===== src/rtl/clkmode_pkg.sv =====
package clkmode_pkg;
  typedef logic [1:0] cmode_t;
  localparam cmode_t MODE_LOW  = 2'd0;
  localparam cmode_t MODE_MID  = 2'd1;
  localparam cmode_t MODE_HIGH = 2'd2;

  localparam logic [1:0] A_CTL  = 2'd0;
  localparam logic [1:0] A_MODE = 2'd1;
  localparam logic [1:0] A_TMR  = 2'd2;
  localparam logic [1:0] A_PRE  = 2'd3;

  typedef enum logic [1:0] {ST_RUN = 2'd0, ST_SWITCH = 2'd1, ST_STOP = 2'd2} seq_state_e;

  // a mode code is accepted unless it is the reserved value
  function automatic logic mode_code_ok(input cmode_t code);
    return code != 2'd3;
  endfunction

  // settling target in ticks for the chosen wait select
  function automatic int unsigned settle_ticks(input logic long_sel, input int unsigned short_n,
                                               input int unsigned long_n);
    return long_sel ? long_n : short_n;
  endfunction
endpackage


===== src/rtl/clkmode_fsm.sv =====
module clkmode_fsm
  import clkmode_pkg::*;
#(
  parameter int unsigned SHORT_WAIT = 5,
  parameter int unsigned LONG_WAIT  = 7,
  localparam int unsigned MAXW  = (SHORT_WAIT > LONG_WAIT) ? SHORT_WAIT : LONG_WAIT,
  localparam int unsigned CNT_W = $clog2(MAXW + 1)
) (
  input  logic       clk,
  input  logic       rst_n,
  input  logic       mc_tick,
  input  logic       stop_req,
  input  logic       irq_wake,
  input  logic       start_req,
  input  logic       wait_long,
  input  logic       mode_is_low,
  output seq_state_e state,
  output logic       start_evt,
  output logic       finish_evt,
  output logic       stop_evt,
  output logic       wake_evt
);
  logic [CNT_W-1:0] cnt_q;
  logic [CNT_W-1:0] target_q;
  logic [CNT_W-1:0] target_d;

  assign target_d   = CNT_W'(settle_ticks(wait_long, SHORT_WAIT, LONG_WAIT));
  assign start_evt  = start_req && mode_is_low && (state == ST_RUN);
  assign stop_evt   = stop_req && (state == ST_RUN) && !start_evt;
  assign wake_evt   = irq_wake && (state == ST_STOP);
  assign finish_evt = (state == ST_SWITCH) && mc_tick && (cnt_q == target_q - 1'b1);

  always_ff @(posedge clk or negedge rst_n) begin
    if (!rst_n) begin
      state    <= ST_RUN;
      cnt_q    <= '0;
      target_q <= '0;
    end else begin
      unique case (state)
        ST_RUN: begin
          if (start_evt) begin
            state    <= ST_SWITCH;
            cnt_q    <= '0;
            target_q <= target_d;
          end else if (stop_evt) begin
            state <= ST_STOP;
          end
        end
        ST_SWITCH: begin
          if (finish_evt) begin
            state <= ST_RUN;
            cnt_q <= '0;
          end else if (mc_tick) begin
            cnt_q <= cnt_q + 1'b1;
          end
        end
        ST_STOP: begin
          if (wake_evt) state <= ST_RUN;
        end
        default: state <= ST_RUN;
      endcase
    end
  end
endmodule


===== src/rtl/clkmode_regs.sv =====
module clkmode_regs
  import clkmode_pkg::*;
#(
  parameter int unsigned DW = 8,
  parameter logic [DW-1:0] TMR_WAKE = 8'h01,
  parameter logic [DW-1:0] PRE_WAKE = 8'hFF
) (
  input  logic          clk,
  input  logic          rst_n,
  input  logic          reg_wr,
  input  logic [1:0]    reg_addr,
  input  logic [DW-1:0] reg_wdata,
  input  logic          start_evt,
  input  logic          finish_evt,
  input  logic          wake_evt,
  input  logic          mode_wr_ok,
  output logic [DW-1:0] reg_rdata,
  output cmode_t        mode_q,
  output logic          keep_on_wake,
  output logic [DW-1:0] tmr_q,
  output logic [DW-1:0] pre_q
);
  logic [2:0] ctl_q;
  logic       busy_q;
  logic       wr_ctl, wr_mode, wr_tmr, wr_pre;

  assign wr_ctl  = reg_wr && (reg_addr == A_CTL);
  assign wr_mode = reg_wr && (reg_addr == A_MODE);
  assign wr_tmr  = reg_wr && (reg_addr == A_TMR);
  assign wr_pre  = reg_wr && (reg_addr == A_PRE);
  assign keep_on_wake = ctl_q[0];

  always_ff @(posedge clk or negedge rst_n) begin
    if (!rst_n) begin
      ctl_q  <= '0;
      busy_q <= 1'b0;
      mode_q <= MODE_MID;
      tmr_q  <= '0;
      pre_q  <= '0;
    end else begin
      if (wr_ctl) ctl_q <= reg_wdata[2:0];
      if (start_evt) busy_q <= 1'b1;
      else if (finish_evt) busy_q <= 1'b0;
      if (finish_evt) mode_q <= MODE_MID;
      else if (wr_mode && mode_wr_ok && mode_code_ok(reg_wdata[1:0])) mode_q <= reg_wdata[1:0];
      if (wake_evt && !ctl_q[0]) begin
        tmr_q <= TMR_WAKE;
        pre_q <= PRE_WAKE;
      end else begin
        if (wr_tmr) tmr_q <= reg_wdata;
        if (wr_pre) pre_q <= reg_wdata;
      end
    end
  end

  always_comb begin
    unique case (reg_addr)
      A_CTL:   reg_rdata = {{(DW-4){1'b0}}, busy_q, ctl_q};
      A_MODE:  reg_rdata = {{(DW-2){1'b0}}, mode_q};
      A_TMR:   reg_rdata = tmr_q;
      default: reg_rdata = pre_q;
    endcase
  end
endmodule


===== src/rtl/clkmode_seq.sv =====
module clkmode_seq
  import clkmode_pkg::*;
#(
  parameter int unsigned SHORT_WAIT = 5,
  parameter int unsigned LONG_WAIT  = 7
) (
  input  logic       clk,
  input  logic       rst_n,
  input  logic       reg_wr,
  input  logic [1:0] reg_addr,
  input  logic [7:0] reg_wdata,
  output logic [7:0] reg_rdata,
  input  logic       mc_tick,
  input  logic       stop_req,
  input  logic       irq_wake,
  output logic [1:0] clk_mode,
  output logic       main_osc_en,
  output logic       stopped,
  output logic       switch_done,
  output logic [7:0] tmr_val,
  output logic [7:0] pre_val
);
  seq_state_e state;
  cmode_t     mode_q;
  logic start_req, start_evt, finish_evt, stop_evt, wake_evt, keep_on_wake, done_q;

  // a start attempt: control write carrying both the start and enable bits
  assign start_req = reg_wr && (reg_addr == A_CTL) && reg_wdata[3] && reg_wdata[1];

  clkmode_fsm #(.SHORT_WAIT(SHORT_WAIT), .LONG_WAIT(LONG_WAIT)) u_fsm (
    .clk(clk), .rst_n(rst_n), .mc_tick(mc_tick), .stop_req(stop_req), .irq_wake(irq_wake),
    .start_req(start_req), .wait_long(reg_wdata[2]), .mode_is_low(mode_q == MODE_LOW),
    .state(state), .start_evt(start_evt), .finish_evt(finish_evt), .stop_evt(stop_evt),
    .wake_evt(wake_evt)
  );

  clkmode_regs #(.DW(8)) u_regs (
    .clk(clk), .rst_n(rst_n), .reg_wr(reg_wr), .reg_addr(reg_addr), .reg_wdata(reg_wdata),
    .start_evt(start_evt), .finish_evt(finish_evt), .wake_evt(wake_evt),
    .mode_wr_ok(state == ST_RUN), .reg_rdata(reg_rdata), .mode_q(mode_q),
    .keep_on_wake(keep_on_wake), .tmr_q(tmr_val), .pre_q(pre_val)
  );

  always_ff @(posedge clk or negedge rst_n) begin
    if (!rst_n) done_q <= 1'b0;
    else        done_q <= finish_evt;
  end

  assign clk_mode    = mode_q;
  assign stopped     = (state == ST_STOP);
  assign main_osc_en = (state == ST_SWITCH) || ((state == ST_RUN) && (mode_q != MODE_LOW));
  assign switch_done = done_q;
endmodule


===== config.mk =====
export PLATFORM = sky130hd
export DESIGN_NAME = clkmode_seq
export DESIGN_NICKNAME = d
export VERILOG_FILES = /design/src/rtl/clkmode_pkg.sv /design/src/rtl/clkmode_fsm.sv /design/src/rtl/clkmode_regs.sv /design/src/rtl/clkmode_seq.sv
export SDC_FILE = /design/constraint.sdc
export NUM_CORES = 1
export LEC_CHECK = 0
export ABC_CLOCK_PERIOD_IN_PS = 2000
export CELL_PAD_IN_SITES_DETAIL_PLACEMENT = 1
export CELL_PAD_IN_SITES_GLOBAL_PLACEMENT = 1
export CORE_MARGIN = 5
export CORE_UTILIZATION = 35
export CTS_CLUSTER_SIZE = 14
export DETAILED_ROUTE_END_ITERATION = 16
export PLACE_DENSITY = 0.79
export SETUP_SLACK_MARGIN = 0.1
export SLEW_MARGIN = 20
export SYNTH_ARGS = -nofsm -noshare
export SYNTH_HDL_FRONTEND = slang
export SYNTH_SLANG_ARGS = --single-unit

===== constraint.sdc =====
create_clock -name clk -period 2 [get_ports clk]
set_input_delay 0.3 -clock clk [delete_from_list [all_inputs] [get_ports clk]]
set_output_delay 0.3 -clock clk [all_outputs]
set_load 0.005 [all_outputs]

==> qor.json, run 1 <==
{
  "outcome": "finished clean",
  "crit_fanout": 5,
  "synthesized_flop_and_latch_total": 30,
  "vias": 1382,
  "placed_cells_incl_taps": 259,
  "reg2reg_depth": 6,
  "count_of_synthesis_stage_warnings_from_yosys": 0,
  "cts_hold_buf": 0,
  "grt_pass1_wl_um": 8110,
  "grtUsageTotal_pct": 17.5,
  "post_layout_min_period_ns": 1.84,
  "syn2layout_area_growth_pct": 46.2,
  "number_of_buffers_on_the_longest_clock_path": 2,
  "drt_iter0_drc": 31,
  "worst_setup_path_end_kind": "output port",
  "top_level_ports": 45,
  "rsz_0062_raised_after_global_routing": "false",
  "clock_latency_ns": 0.29,
  "crit_arrival_ns": 1.54,
  "gr-total-overflow": 0,
  "tritoncts": "yes",
  "final_cell_count_no_fill": 270,
  "min-delay-path-class": "input pin to asynchronous set/reset pin",
  "fp.coreArea_um2": 4290,
  "cts_buffers": 5,
  "hold_viol": 0,
  "main_flop_type_after_synthesis": "sky130_fd_sc_hd__dfrtp_1",
  "yosysTopAreaCellShare_pct": 47.3,
  "yosys.area.top_type": "sky130_fd_sc_hd__dfrtp_1",
  "cellPowerDensity_nw_per_um2": 915,
  "die_x_um": 76.2,
  "floorplan.initialDensity_pct": 35.7,
  "capturing_point_of_the_worst_reg2reg_path": "u_fsm.cnt_q[2]$_DFFE_PN0P_",
  "async_reset_ff_share_pct": 100,
  "postLayoutSetupSlackWorst_ns": 0.158,
  "avgSynthCellArea_um2": 10.0,
  "share_of_layout_cells_above_drive_strength_1_pct": 18.3,
  "skew_ns": 0.00598,
  "floorplan.die_area_um2": 5810,
  "dieHeight_um": 76.2,
  "routedWlPerCell_um": 17.7,
  "vdd_ir_drop_max_mv": 0.426,
  "synthTopCellsByArea": "sky130_fd_sc_hd__dfrtp_1 (47%), sky130_fd_sc_hd__nand2_1 (9.8%), sky130_fd_sc_hd__nand3_1 (4.6%)",
  "post-dp-hpwl_um": 3670,
  "grt_max_degree": 31,
  "cp-startpoint": "reg_addr[0]",
  "ctsRootBufferMaster": "sky130_fd_sc_hd__clkbuf_8",
  "wirelength_um": 4770,
  "minimum_setup_slack_among_reg_to_reg_paths_ns": 0.23,
  "mappedNetlistNets": 171,
  "cap_violations": 0,
  "final_net_count": 235,
  "avgViaCountPerCell": 5.12,
  "rows": 24,
  "post-place-ws_ns": -0.272,
  "grt_pass1_vias": 1570,
  "regToRegStartpoint": "u_fsm.target_q[0]$_DFFE_PN0P_",
  "drc_markers": 0,
  "fillerInstances": 483,
  "setup.worst_path.end": "reg_rdata[1]",
  "crit_type": "input pin to output port",
  "clock.fmax_ghz": 0.543,
  "worstSetupStartpointType": "input pin",
  "drtPass1Iterations": 4,
  "ys_seq_area_share_pct": 49.0,
  "critical_path_required_ns": 1.70,
  "numClockSinks": 30,
  "finalMaxSlewViolations": 0,
  "static-leakage-power_uw": 0.00108,
  "synth-edff-count": 0,
  "synth.cell_area_um2": 1530,
  "synthCells": 153,
  "number_of_antenna_violations_at_the_first_check_in_global_routing": 0,
  "final.hold.worst_slack_ns": 0.415,
  "numPortBuffers": 44,
  "antenna_cells_inserted": 0,
  "netlist-cell-type-count": 38,
  "normalized_max_slew_margin_pct": 72.6,
  "ctsHtreeMaxLevel": 2,
  "detail-route-antenna-nets": 0,
  "finalWeightedCongestion": 0.813,
  "setup-violations-final": 0,
  "worst-slew-pin-transition_ns": 0.410,
  "post-route-period-util_pct": 92.1,
  "clkTransAtPathRegs_ns": 0.07
}
layout by cell type, fill, tap and decap left out, drive strengths merged, types with 2 or more instances in the layout:
cell | synthesis | layout
a21oi | 7 | 7
a22o | 2 | 2
buf | 3 | 17
clkbuf | 1 | 6
clkdlybuf4s50 | 0 | 33
dfrtp | 29 | 29
dlygate4sd2 | 0 | 7
dlymetal6s2s | 0 | 4
ha | 2 | 2
inv | 4 | 4
mux2 | 6 | 6
mux2i | 6 | 6
mux4 | 2 | 2
nand2 | 40 | 40
nand3 | 15 | 15
nor2 | 6 | 6
nor2b | 5 | 5
nor3b | 2 | 2
o21ai | 5 | 5
or3 | 2 | 2
xnor2 | 2 | 2
Yosys cell counts (all sizes together) (2+ instances only):
master	count
a22o	2
or3	2
mux2i	6
buf	3
mux2	6
nand3	15
nand2	40
nor2b	5
mux4	2
o21ai	5
ha	2
dfrtp	29
xnor2	2
inv	4
nor3b	2
nor2	6
a21oi	7
critical path, cell delays in order:
cell,delay [ns]
sky130_fd_sc_hd__dlygate4sd2_1,0.24
sky130_fd_sc_hd__buf_6,0.13
sky130_fd_sc_hd__buf_4,0.11
sky130_fd_sc_hd__mux4_2,0.49
sky130_fd_sc_hd__dlygate4sd2_1,0.28
metal layers:
metal | share of wire (%) | track usage (%)
met1 | 41 | 19.7
met2 | 54 | 31.9
met3 | 4.5 | 4.73
met4 | 1.3 | 4.72
met5 | 0 | 0
logic make-up after synthesis:
family / share of synthesized area (%)
AND/OR/NAND/NOR: 26.2
AO/OA/AOI/OAI: 7.10
buffers and inverters: 2.61
adder cells (fa/ha/maj): 1.63
XOR/XNOR: 1.71
multiplexers: 11.7
flip-flops: 49.0
final cells by class:
type,instances,area (um^2),share of cell area [%]
Inverter,4,15.0,0.670
Timing Repair Buffer,61,573,25.6
Clock buffer,6,82.6,3.68
Clock inverter,2,12.5,0.558
Multi-Input combinational cell,115,742,33.1
Sequential cell,30,752,33.5
Tap cell,52,65.1,2.90
state kept, by name, indices dropped and copies added, names as in the netlist:
name / flops
u_fsm.state: 2
u_regs.tmr_q: 8
u_regs.ctl_q: 3
u_regs.pre_q: 8
u_regs.busy_q: 1
u_regs.mode_q: 2
u_fsm.target_q: 2
u_fsm.cnt_q: 3
switch_done: 1
through the flow:
| step | power, uW | setup TNS, ns | utilization (%) | area [um^2] |
|---|---|---|---|---|
| after CTS | 2080 | 0 | 51.6 | 2220 |
| after floorplan | 1130 | 0 | - | 1530 |
| after global placement | 1520 | -1.29 | 49.4 | 2120 |
| final | 2050 | 0 | 52.2 | 2240 |
| after detailed placement | 1570 | -1.19 | 49.4 | 2120 |
| after global routing | 2190 | 0 | 52.2 | 2240 |
power breakdown:
part / switching [uW] / leakage, uW / total [uW] / internal [uW]
combinational: 267 / 0.000667 / 666 / 399
clock: 241 / 0.0000472 / 518 / 276
sequential: 123 / 0.000362 / 868 / 745
repair_timing:
item                       in CTS  in global routing
setup endpoints to repair       8                  5
setup buffers                   1                  2
pin swaps                       0                  1
gates resized for setup         8                  4
worst min-delay path by stage:
stage                                        from                            end  slack (ns)
floorplan                                   rst_n          switch_done$_DFF_PN0_       0.004
global placement    u_fsm.target_q[0]$_DFFE_PN0P_  u_fsm.target_q[0]$_DFFE_PN0P_        0.49
detailed placement  u_fsm.target_q[0]$_DFFE_PN0P_  u_fsm.target_q[0]$_DFFE_PN0P_        0.51
CTS                                         rst_n    u_regs.pre_q[5]$_DFFE_PN0P_        0.43
global route                                rst_n    u_regs.pre_q[5]$_DFFE_PN0P_        0.45
finish                                      rst_n    u_regs.pre_q[5]$_DFFE_PN0P_        0.41
No activity file was read; power rests on OpenSTA's default activity.
==> run 2, diff against run 1 <==
Settings changed: ABC_AREA set to 1, CORE_UTILIZATION 35 to 34, PLACE_DENSITY 0.79 to 0.8.
==> qor.json, run 2 <==
{
  "critical_path_required": {"value": 1.70, "unit": "ns", "change": "about the same"},
  "grt_pass1_wl": {"value": 7940, "unit": "um", "change": "-2.1%"},
  "clock_latency": {"value": 0.28, "unit": "ns", "change": "about the same"},
  "skew": {"value": 0.00440, "unit": "ns", "change": "-0.00158 ns"},
  "ys_seq_area_share": {"value": 48.9, "unit": "%", "change": "-0.16 points"},
  "yosysTopAreaCellShare": {"value": 47.2, "unit": "%", "change": "-0.15 points"},
  "static-leakage-power": {"value": 0.00109, "unit": "uW", "change": "+1.5%"},
  "final_net_count": {"value": 262, "change": "+11%"},
  "worst-slew-pin-transition": {"value": 0.405, "unit": "ns", "change": "-0.00469 ns"},
  "min-delay-path-class": "input pin to asynchronous set/reset pin",
  "cellPowerDensity": {"value": 1080, "unit": "nW/um^2", "change": "+18%"},
  "synth-edff-count": {"value": 0, "change": "unchanged"},
  "number_of_antenna_violations_at_the_first_check_in_global_routing": {"value": 0, "change": "unchanged"},
  "total_switching_power": {"value": 792, "unit": "uW", "change": "+25%"},
  "met1Wirelength": {"value": 1970, "unit": "um", "change": "+1.8%"},
  "final_cell_utilization_of_the_core": {"value": 49.7, "unit": "%", "change": "-2.5 points"},
  "ctsRootBufferMaster": "sky130_fd_sc_hd__clkbuf_8",
  "netSwitchingFraction": {"value": 33.6, "unit": "%", "change": "+2.8 points"},
  "placed_cell_area": {"value": 2090, "unit": "um^2", "change": "-1.4%"},
  "avgViaCountPerCell": {"value": 5.05, "change": "-1.3%"},
  "ctsHtreeMaxLevel": {"value": 2, "change": "unchanged"},
  "layout.cells.most_common": "sky130_fd_sc_hd__nand2_1",
  "finalMaxSlewViolations": {"value": 0, "change": "unchanged"},
  "combinational_power_share": {"value": 40.5, "unit": "%", "change": "+8.0 points"},
  "post_layout_min_period": {"value": 1.80, "unit": "ns", "change": "-0.0410 ns"},
  "rsz_0062_raised_after_global_routing": "false",
  "yosys.area.top_type": "sky130_fd_sc_hd__dfrtp_1",
  "capturing_point_of_the_worst_reg2reg_path": "u_fsm.cnt_q[0]$_DFFE_PN0P_",
  "top_level_ports": {"value": 45, "change": "unchanged"},
  "synthCells": {"value": 188, "change": "+23%"},
  "grt_pass1_vias": {"value": 1703, "change": "+8.5%"},
  "syn2layout_area_growth_pct": 41.6,
  "worst_setup_path_end_kind": "output port",
  "reg.largest.list": "u_regs.pre_q (8), u_regs.tmr_q (8)",
  "worstSetupStartpointType": "input pin",
  "numPortBuffers": {"value": 44, "change": "unchanged"},
  "finalWeightedCongestion": {"value": 0.752, "change": "-7.5%"},
  "crit_type": "input pin to output port",
  "fin_area": {"value": 2180, "unit": "um^2", "change": "-2.8%"},
  "cts_buffers": {"value": 5, "change": "unchanged"},
  "gr-total-overflow": {"value": 0, "change": "unchanged"},
  "synth.cell_area": {"value": 1540, "unit": "um^2", "change": "+0.33%"},
  "avgSynthCellArea": {"value": 8.19, "unit": "um^2", "change": "-18%"},
  "routedWlPerCell": {"value": 15.8, "unit": "um", "change": "-11%"},
  "setup-violations-final": {"value": 0, "change": "unchanged"},
  "crit_arrival": {"value": 1.50, "unit": "ns", "change": "-0.04 ns"},
  "synthTopCellsByArea": "sky130_fd_sc_hd__dfrtp_1 (47%), sky130_fd_sc_hd__nand2_1 (9.5%), sky130_fd_sc_hd__o21ai_0 (9.4%)",
  "cap_violations": {"value": 0, "change": "unchanged"},
  "dieHeight": {"value": 77.3, "unit": "um", "change": "+1.4%"},
  "met3_length": {"value": 161, "unit": "um", "change": "-25%"},
  "regToRegStartpoint": "u_fsm.target_q[0]$_DFFE_PN0P_",
  "drc_markers": {"value": 0, "change": "unchanged"},
  "floorplan.die_area": {"value": 5970, "unit": "um^2", "change": "+2.9%"},
  "topRoutingLayerUsed": "met4",
  "synthTopCellsByCount": "sky130_fd_sc_hd__nand2_1 (39), sky130_fd_sc_hd__dfrtp_1 (29), sky130_fd_sc_hd__inv_1 (29), sky130_fd_sc_hd__o21ai_0 (29), sky130_fd_sc_hd__nor2_1 (17)",
  "wirelength": {"value": 4670, "unit": "um", "change": "-2.2%"},
  "power.share.sequential": {"value": 39.7, "unit": "%", "change": "-2.6 points"},
  "clock.fmax": {"value": 0.555, "unit": "GHz", "change": "+2.3%"},
  "floorplan.initialDensity": {"value": 35.1, "unit": "%", "change": "-0.62 points"},
  "synthesized_flop_and_latch_total": {"value": 30, "change": "unchanged"},
  "grt_max_degree": {"value": 31, "change": "unchanged"},
  "cell_internal_pwr": {"value": 1570, "unit": "uW", "change": "+10%"},
  "clkTransAtPathRegs": {"value": 0.06, "unit": "ns", "change": "about the same"},
  "met2_length": {"value": 2470, "unit": "um", "change": "-3.3%"},
  "drt_iter0_drc": {"value": 69, "change": "+120%"},
  "tritoncts": "yes",
  "mappedNetlistNets": {"value": 206, "change": "+20%"},
  "detail-route-antenna-nets": {"value": 0, "change": "unchanged"},
  "post_cts_repair_setup_buffers": {"value": 0, "change": "-1"},
  "synthMostInstantiatedCell": "sky130_fd_sc_hd__nand2_1",
  "async_reset_ff_share": {"value": 100, "unit": "%", "change": "unchanged"},
  "numClockSinks": {"value": 30, "change": "unchanged"},
  "number_of_buffers_on_the_longest_clock_path": {"value": 2, "change": "unchanged"},
  "post-dp-hpwl": {"value": 3580, "unit": "um", "change": "-2.5%"},
  "outcome": "finished clean",
  "fp.coreArea": {"value": 4380, "unit": "um^2", "change": "+2.1%"},
  "drtPass1Iterations": {"value": 4, "change": "unchanged"},
  "crit_fanout": {"value": 6, "change": "+1"},
  "normalized_max_slew_margin": {"value": 73.0, "unit": "%", "change": "+0.40 points"},
  "die_x": {"value": 77.3, "unit": "um", "change": "+1.4%"},
  "post-route-period-util": {"value": 90.1, "unit": "%", "change": "-2.0 points"},
  "main_flop_type_after_synthesis": "sky130_fd_sc_hd__dfrtp_1",
  "vdd_ir_drop_max": {"value": 0.504, "unit": "mV", "change": "+18%"},
  "vias": {"value": 1496, "change": "+8.2%"},
  "cts_hold_buf": {"value": 0, "change": "unchanged"},
  "minimum_setup_slack_among_reg_to_reg_paths": {"value": 0.42, "unit": "ns", "change": "+0.19 ns"},
  "hold_viol": {"value": 0, "change": "unchanged"},
  "grtUsageTotal": {"value": 16.5, "unit": "%", "change": "-0.99 points"},
  "netlist-cell-type-count": {"value": 25, "change": "-34%"},
  "power_frac_clock": {"value": 19.7, "unit": "%", "change": "-5.5 points"},
  "antenna_cells_inserted": {"value": 0, "change": "unchanged"},
  "final.hold.worst_slack": {"value": 0.417, "unit": "ns", "change": "+0.00197 ns"},
  "rows": {"value": 24, "change": "unchanged"},
  "layout.cells.most_common_list": "sky130_fd_sc_hd__nand2_1 (39), sky130_fd_sc_hd__clkdlybuf4s50_1 (38), sky130_fd_sc_hd__inv_1 (29), sky130_fd_sc_hd__o21ai_0 (29), sky130_fd_sc_hd__dfrtp_1 (29)",
  "share_of_layout_cells_above_drive_strength_1": {"value": 12.7, "unit": "%", "change": "-5.6 points"},
  "reg2reg_depth": {"value": 10, "change": "+4"},
  "count_of_synthesis_stage_warnings_from_yosys": {"value": 0, "change": "unchanged"}
}
==> run 2: cell count changes in the layout (fill, tap and decap cells not counted), moves of 6 or more <==
cell,change
sky130_fd_sc_hd__inv_1,+25
sky130_fd_sc_hd__o21ai_0,+24
sky130_fd_sc_hd__buf_4,-11
sky130_fd_sc_hd__nor2_1,+11
sky130_fd_sc_hd__mux2i_1,-6
==> run 2: final cells by class <==
cell class,count,area [um^2]
fillers,543,2200
flip-flops and latches,30,752
multi-input cells,124,666
repair buffers,50,497
inverters,33,124
clock buffers,7,76.3
well taps,52,65.1
==> run 2: logic make-up after synthesis <==
group / synth area share [%]
xor+xnor: 0.569
flops: 48.9
buf+inv: 8.78
fa+ha+maj: 1.63
simple gates: 23.5
compound gates: 16.7
==> run 2: worst max path at each step <==
stage / from / to / slack (ns)
after floorplan: u_fsm.target_q[0]$_DFFE_PN0P_ / u_fsm.cnt_q[0]$_DFFE_PN0P_ / 0.68
after global routing: u_fsm.state[1]$_DFFE_PN0P_ / stopped / 0.13
after CTS: reg_addr[1] / reg_rdata[2] / 0.11
final: reg_addr[0] / reg_rdata[7] / 0.20
after global placement: reg_addr[0] / reg_rdata[2] / -0.17
after detailed placement: reg_addr[0] / reg_rdata[1] / -0.19
==> run 2: power by group through the flow <==
stage / Clock [uW] / Sequential, uW / Combinational (uW)
global placement: 0 / 935 / 944
global route: 500 / 967 / 1060
finish: 466 / 937 / 957
detailed placement: 0 / 947 / 983
CTS: 476 / 941 / 984
floorplan: 0 / 934 / 366
==> run 2: what timing repair did <==
item                       in CTS  in global routing
setup endpoints to repair       9                  7
gates resized for setup        11                  4
pin swaps                       1                  0
==> run 2: per-layer routing <==
metal	vias up	global-route usage (%)
met1	751	19.1
met4	0	5.33
met5	-	0
met2	27	29.6
li1	712	-
met3	6	3.63
==> run 2: per-stage QoR <==
step	TNS [ns]	std cells	worst slack, ns	total power [uW]
2_1_floorplan	0	188	0.683	1300
3_3_place_gp	-1.11	289	-0.172	1880
3_5_place_dp	-1.27	289	-0.191	1930
4_1_cts	0	296	0.110	2400
5_1_grt	0	296	0.130	2530
6_report	0	296	0.199	2360
==> run 2: critical path, cell delays in order <==
cell and delay [ns]:
sky130_fd_sc_hd__clkdlybuf4s15_2 0.25, sky130_fd_sc_hd__nor2_4 0.15, sky130_fd_sc_hd__buf_12 0.13, sky130_fd_sc_hd__inv_2 0.03, sky130_fd_sc_hd__o22ai_1 0.10, sky130_fd_sc_hd__clkdlybuf4s50_1 0.52
==> run 3, diff against run 2 <==
Settings changed: ABC_CLOCK_PERIOD_IN_PS 2000 to not set, CORE_MARGIN 5 to not set.
==> qor.json, run 3 (synthesis gave the netlist of run 2 again) <==
{
  "critical_path_required": {"value": 1.70, "unit": "ns", "change": "about the same"},
  "fp.coreArea": {"value": 4350, "unit": "um^2", "change": "-0.68%"},
  "grt_max_degree": {"value": 31, "change": "unchanged"},
  "post-route-period-util": {"value": 91.5, "unit": "%", "change": "+1.5 points"},
  "tritoncts": "yes",
  "clock_latency": {"value": 0.28, "unit": "ns", "change": "about the same"},
  "min-delay-path-class": "input pin to asynchronous set/reset pin",
  "number_of_antenna_violations_at_the_first_check_in_global_routing": {"value": 0, "change": "unchanged"},
  "syn2layout_area_growth_pct": 43.1,
  "timing.critical_path.cells": "clkdlybuf4s15_1 -> nor2_4 -> buf_12 -> inv_2 -> o22ai_1 -> clkdlybuf4s50_1",
  "wirelength": {"value": 4250, "unit": "um", "change": "-8.9%"},
  "cts_buffers": {"value": 5, "change": "unchanged"},
  "cp_max_stage_delay": {"value": 0.52, "unit": "ns", "change": "about the same"},
  "drt_iter0_drc": {"value": 64, "change": "-7.2%"},
  "numPortBuffers": {"value": 44, "change": "unchanged"},
  "floorplan.die_area": {"value": 4800, "unit": "um^2", "change": "-20%"},
  "postLayoutSetupSlackWorst": {"value": 0.169, "unit": "ns", "change": "-0.0292 ns"},
  "finalWeightedCongestion": {"value": 0.786, "change": "+4.6%"},
  "skew": {"value": 0.00282, "unit": "ns", "change": "-0.00158 ns"},
  "drc_markers": {"value": 0, "change": "unchanged"},
  "top_level_ports": {"value": 45, "change": "unchanged"},
  "cap_violations": {"value": 0, "change": "unchanged"},
  "finalMaxSlewViolations": {"value": 0, "change": "unchanged"},
  "static-leakage-power": {"value": 0.00112, "unit": "uW", "change": "+2.1%"},
  "share_of_layout_cells_above_drive_strength_1": {"value": 14.2, "unit": "%", "change": "+1.5 points"},
  "setup_tns": {"value": 0, "unit": "ns", "change": "unchanged"},
  "drtPass1Iterations": {"value": 4, "change": "unchanged"},
  "gr-total-overflow": {"value": 0, "change": "unchanged"},
  "cellPowerDensity": {"value": 1080, "unit": "nW/um^2", "change": "about the same"},
  "hold_viol": {"value": 0, "change": "unchanged"},
  "vdd_ir_drop_max": {"value": 0.481, "unit": "mV", "change": "-4.5%"},
  "post-dp-hpwl": {"value": 3230, "unit": "um", "change": "-10%"},
  "number_of_buffers_on_the_longest_clock_path": {"value": 2, "change": "unchanged"},
  "worstSetupStartpointType": "input pin",
  "vias": {"value": 1454, "change": "-2.8%"},
  "rsz_0062_raised_after_global_routing": "false",
  "reg2reg_depth": {"value": 11, "change": "+1"},
  "ctsHtreeMaxLevel": {"value": 2, "change": "unchanged"},
  "final_cell_utilization_of_the_core": {"value": 50.6, "unit": "%", "change": "+0.86 points"},
  "dieHeight": {"value": 69.3, "unit": "um", "change": "-10%"},
  "routedWlPerCell": {"value": 14.2, "unit": "um", "change": "-9.8%"},
  "crit_type": "input pin to output port",
  "final_net_count": {"value": 264, "change": "+0.76%"},
  "grt_pass1_vias": {"value": 1543, "change": "-9.4%"},
  "reg.largest.list": "u_regs.pre_q (8), u_regs.tmr_q (8)",
  "cts_hold_buf": {"value": 0, "change": "unchanged"},
  "grtUsageTotal": {"value": 19.9, "unit": "%", "change": "+3.4 points"},
  "worst_setup_path_end_kind": "output port",
  "rows": {"value": 24, "change": "unchanged"},
  "ctsRootBufferMaster": "sky130_fd_sc_hd__clkbuf_8",
  "numClockSinks": {"value": 30, "change": "unchanged"},
  "detail-route-antenna-nets": {"value": 0, "change": "unchanged"},
  "avgViaCountPerCell": {"value": 4.86, "change": "-3.8%"},
  "normalized_max_slew_margin": {"value": 73.7, "unit": "%", "change": "+0.73 points"},
  "worst-slew-pin-transition": {"value": 0.394, "unit": "ns", "change": "-0.0110 ns"},
  "post_layout_min_period": {"value": 1.83, "unit": "ns", "change": "+0.0292 ns"},
  "setup-violations-final": {"value": 0, "change": "unchanged"},
  "antenna_cells_inserted": {"value": 0, "change": "unchanged"},
  "outcome": "finished clean",
  "post_cts_repair_setup_buffers": {"value": 0, "change": "unchanged"},
  "total_power": {"value": 2380, "unit": "uW", "change": "+1.1%"},
  "post-place-ws": {"value": -0.180, "unit": "ns", "change": "+0.0111 ns"},
  "floorplan.initialDensity": {"value": 35.3, "unit": "%", "change": "+0.24 points"},
  "layout.cells.most_common": "sky130_fd_sc_hd__nand2_1",
  "slowest_stage": "sky130_fd_sc_hd__clkdlybuf4s50_1",
  "final.hold.worst_slack": {"value": 0.414, "unit": "ns", "change": "-0.00258 ns"},
  "die_x": {"value": 69.3, "unit": "um", "change": "-10%"},
  "grt_pass1_wl": {"value": 7390, "unit": "um", "change": "-6.9%"},
  "clkTransAtPathRegs": {"value": 0.06, "unit": "ns", "change": "about the same"},
  "crit_arrival": {"value": 1.53, "unit": "ns", "change": "+0.03 ns"},
  "crit_fanout": {"value": 6, "change": "unchanged"},
  "layout.cells.most_common_list": "sky130_fd_sc_hd__nand2_1 (39), sky130_fd_sc_hd__clkdlybuf4s50_1 (38), sky130_fd_sc_hd__o21ai_0 (29), sky130_fd_sc_hd__dfrtp_1 (29), sky130_fd_sc_hd__inv_1 (28)",
  "clock.fmax": {"value": 0.546, "unit": "GHz", "change": "-1.6%"}
}
## run 3: final cells by class
type,count,area (um^2)
clock buffer,7,86.3
clock inverter,1,5.00
fill,539,2150
inverter,33,124
multi-input combinational,124,656
sequential,30,752
tap,52,65.1
timing repair buffer,52,514
## run 3: power breakdown
part	switching [uW]	total, uW	internal, uW
Combinational	409	941	532
Sequential	133	932	800
Clock	234	511	277
## run 3: routing by layer
layer | GRT usage, % | vias to the layer above | share of wire [%]
met5 | 0 | - | 0
met4 | 6.12 | 0 | 1.1
met3 | 4.36 | 6 | 2.1
met2 | 32.7 | 24 | 51
met1 | 26.1 | 707 | 46
li1 | - | 717 | -
## run 3: worst max-delay path, delay by kind of cell
family | cells | cell delay (ns)
simple gates | 1 | 0.17
buf+inv | 4 | 0.95
compound gates | 1 | 0.10
## run 3: path summary, 6_finish.rpt
path	from	to	slack, ns
hold / removal	rst_n	u_regs.pre_q[4]$_DFFE_PN0P_	0.41
min in group clk	u_regs.ctl_q[2]$_DFFE_PN0N_	u_regs.ctl_q[2]$_DFFE_PN0N_	0.49
max in group asynchronous	rst_n	u_regs.mode_q[0]$_DFFE_PN1P_	1.27
setup / recovery	reg_addr[0]	reg_rdata[7]	0.17
setup reg to reg	u_fsm.target_q[0]$_DFFE_PN0P_	u_fsm.cnt_q[2]$_DFFE_PN0P_	0.51
hold reg to reg	u_regs.ctl_q[2]$_DFFE_PN0N_	u_regs.ctl_q[2]$_DFFE_PN0N_	0.49
## run 3: metrics by stage
step	instance area, um^2	cells
2_1_floorplan	1540	188
3_3_place_gp	2110	291
3_5_place_dp	2110	291
4_1_cts	2200	299
5_1_grt	2200	299
6_report	2200	299
## run 3: timing repair
item | in CTS | in global routing
resized for setup | 5 | 6
endpoints found under the setup margin | 8 | 8
pin swaps | 0 | 2
gates cloned | 0 | 0
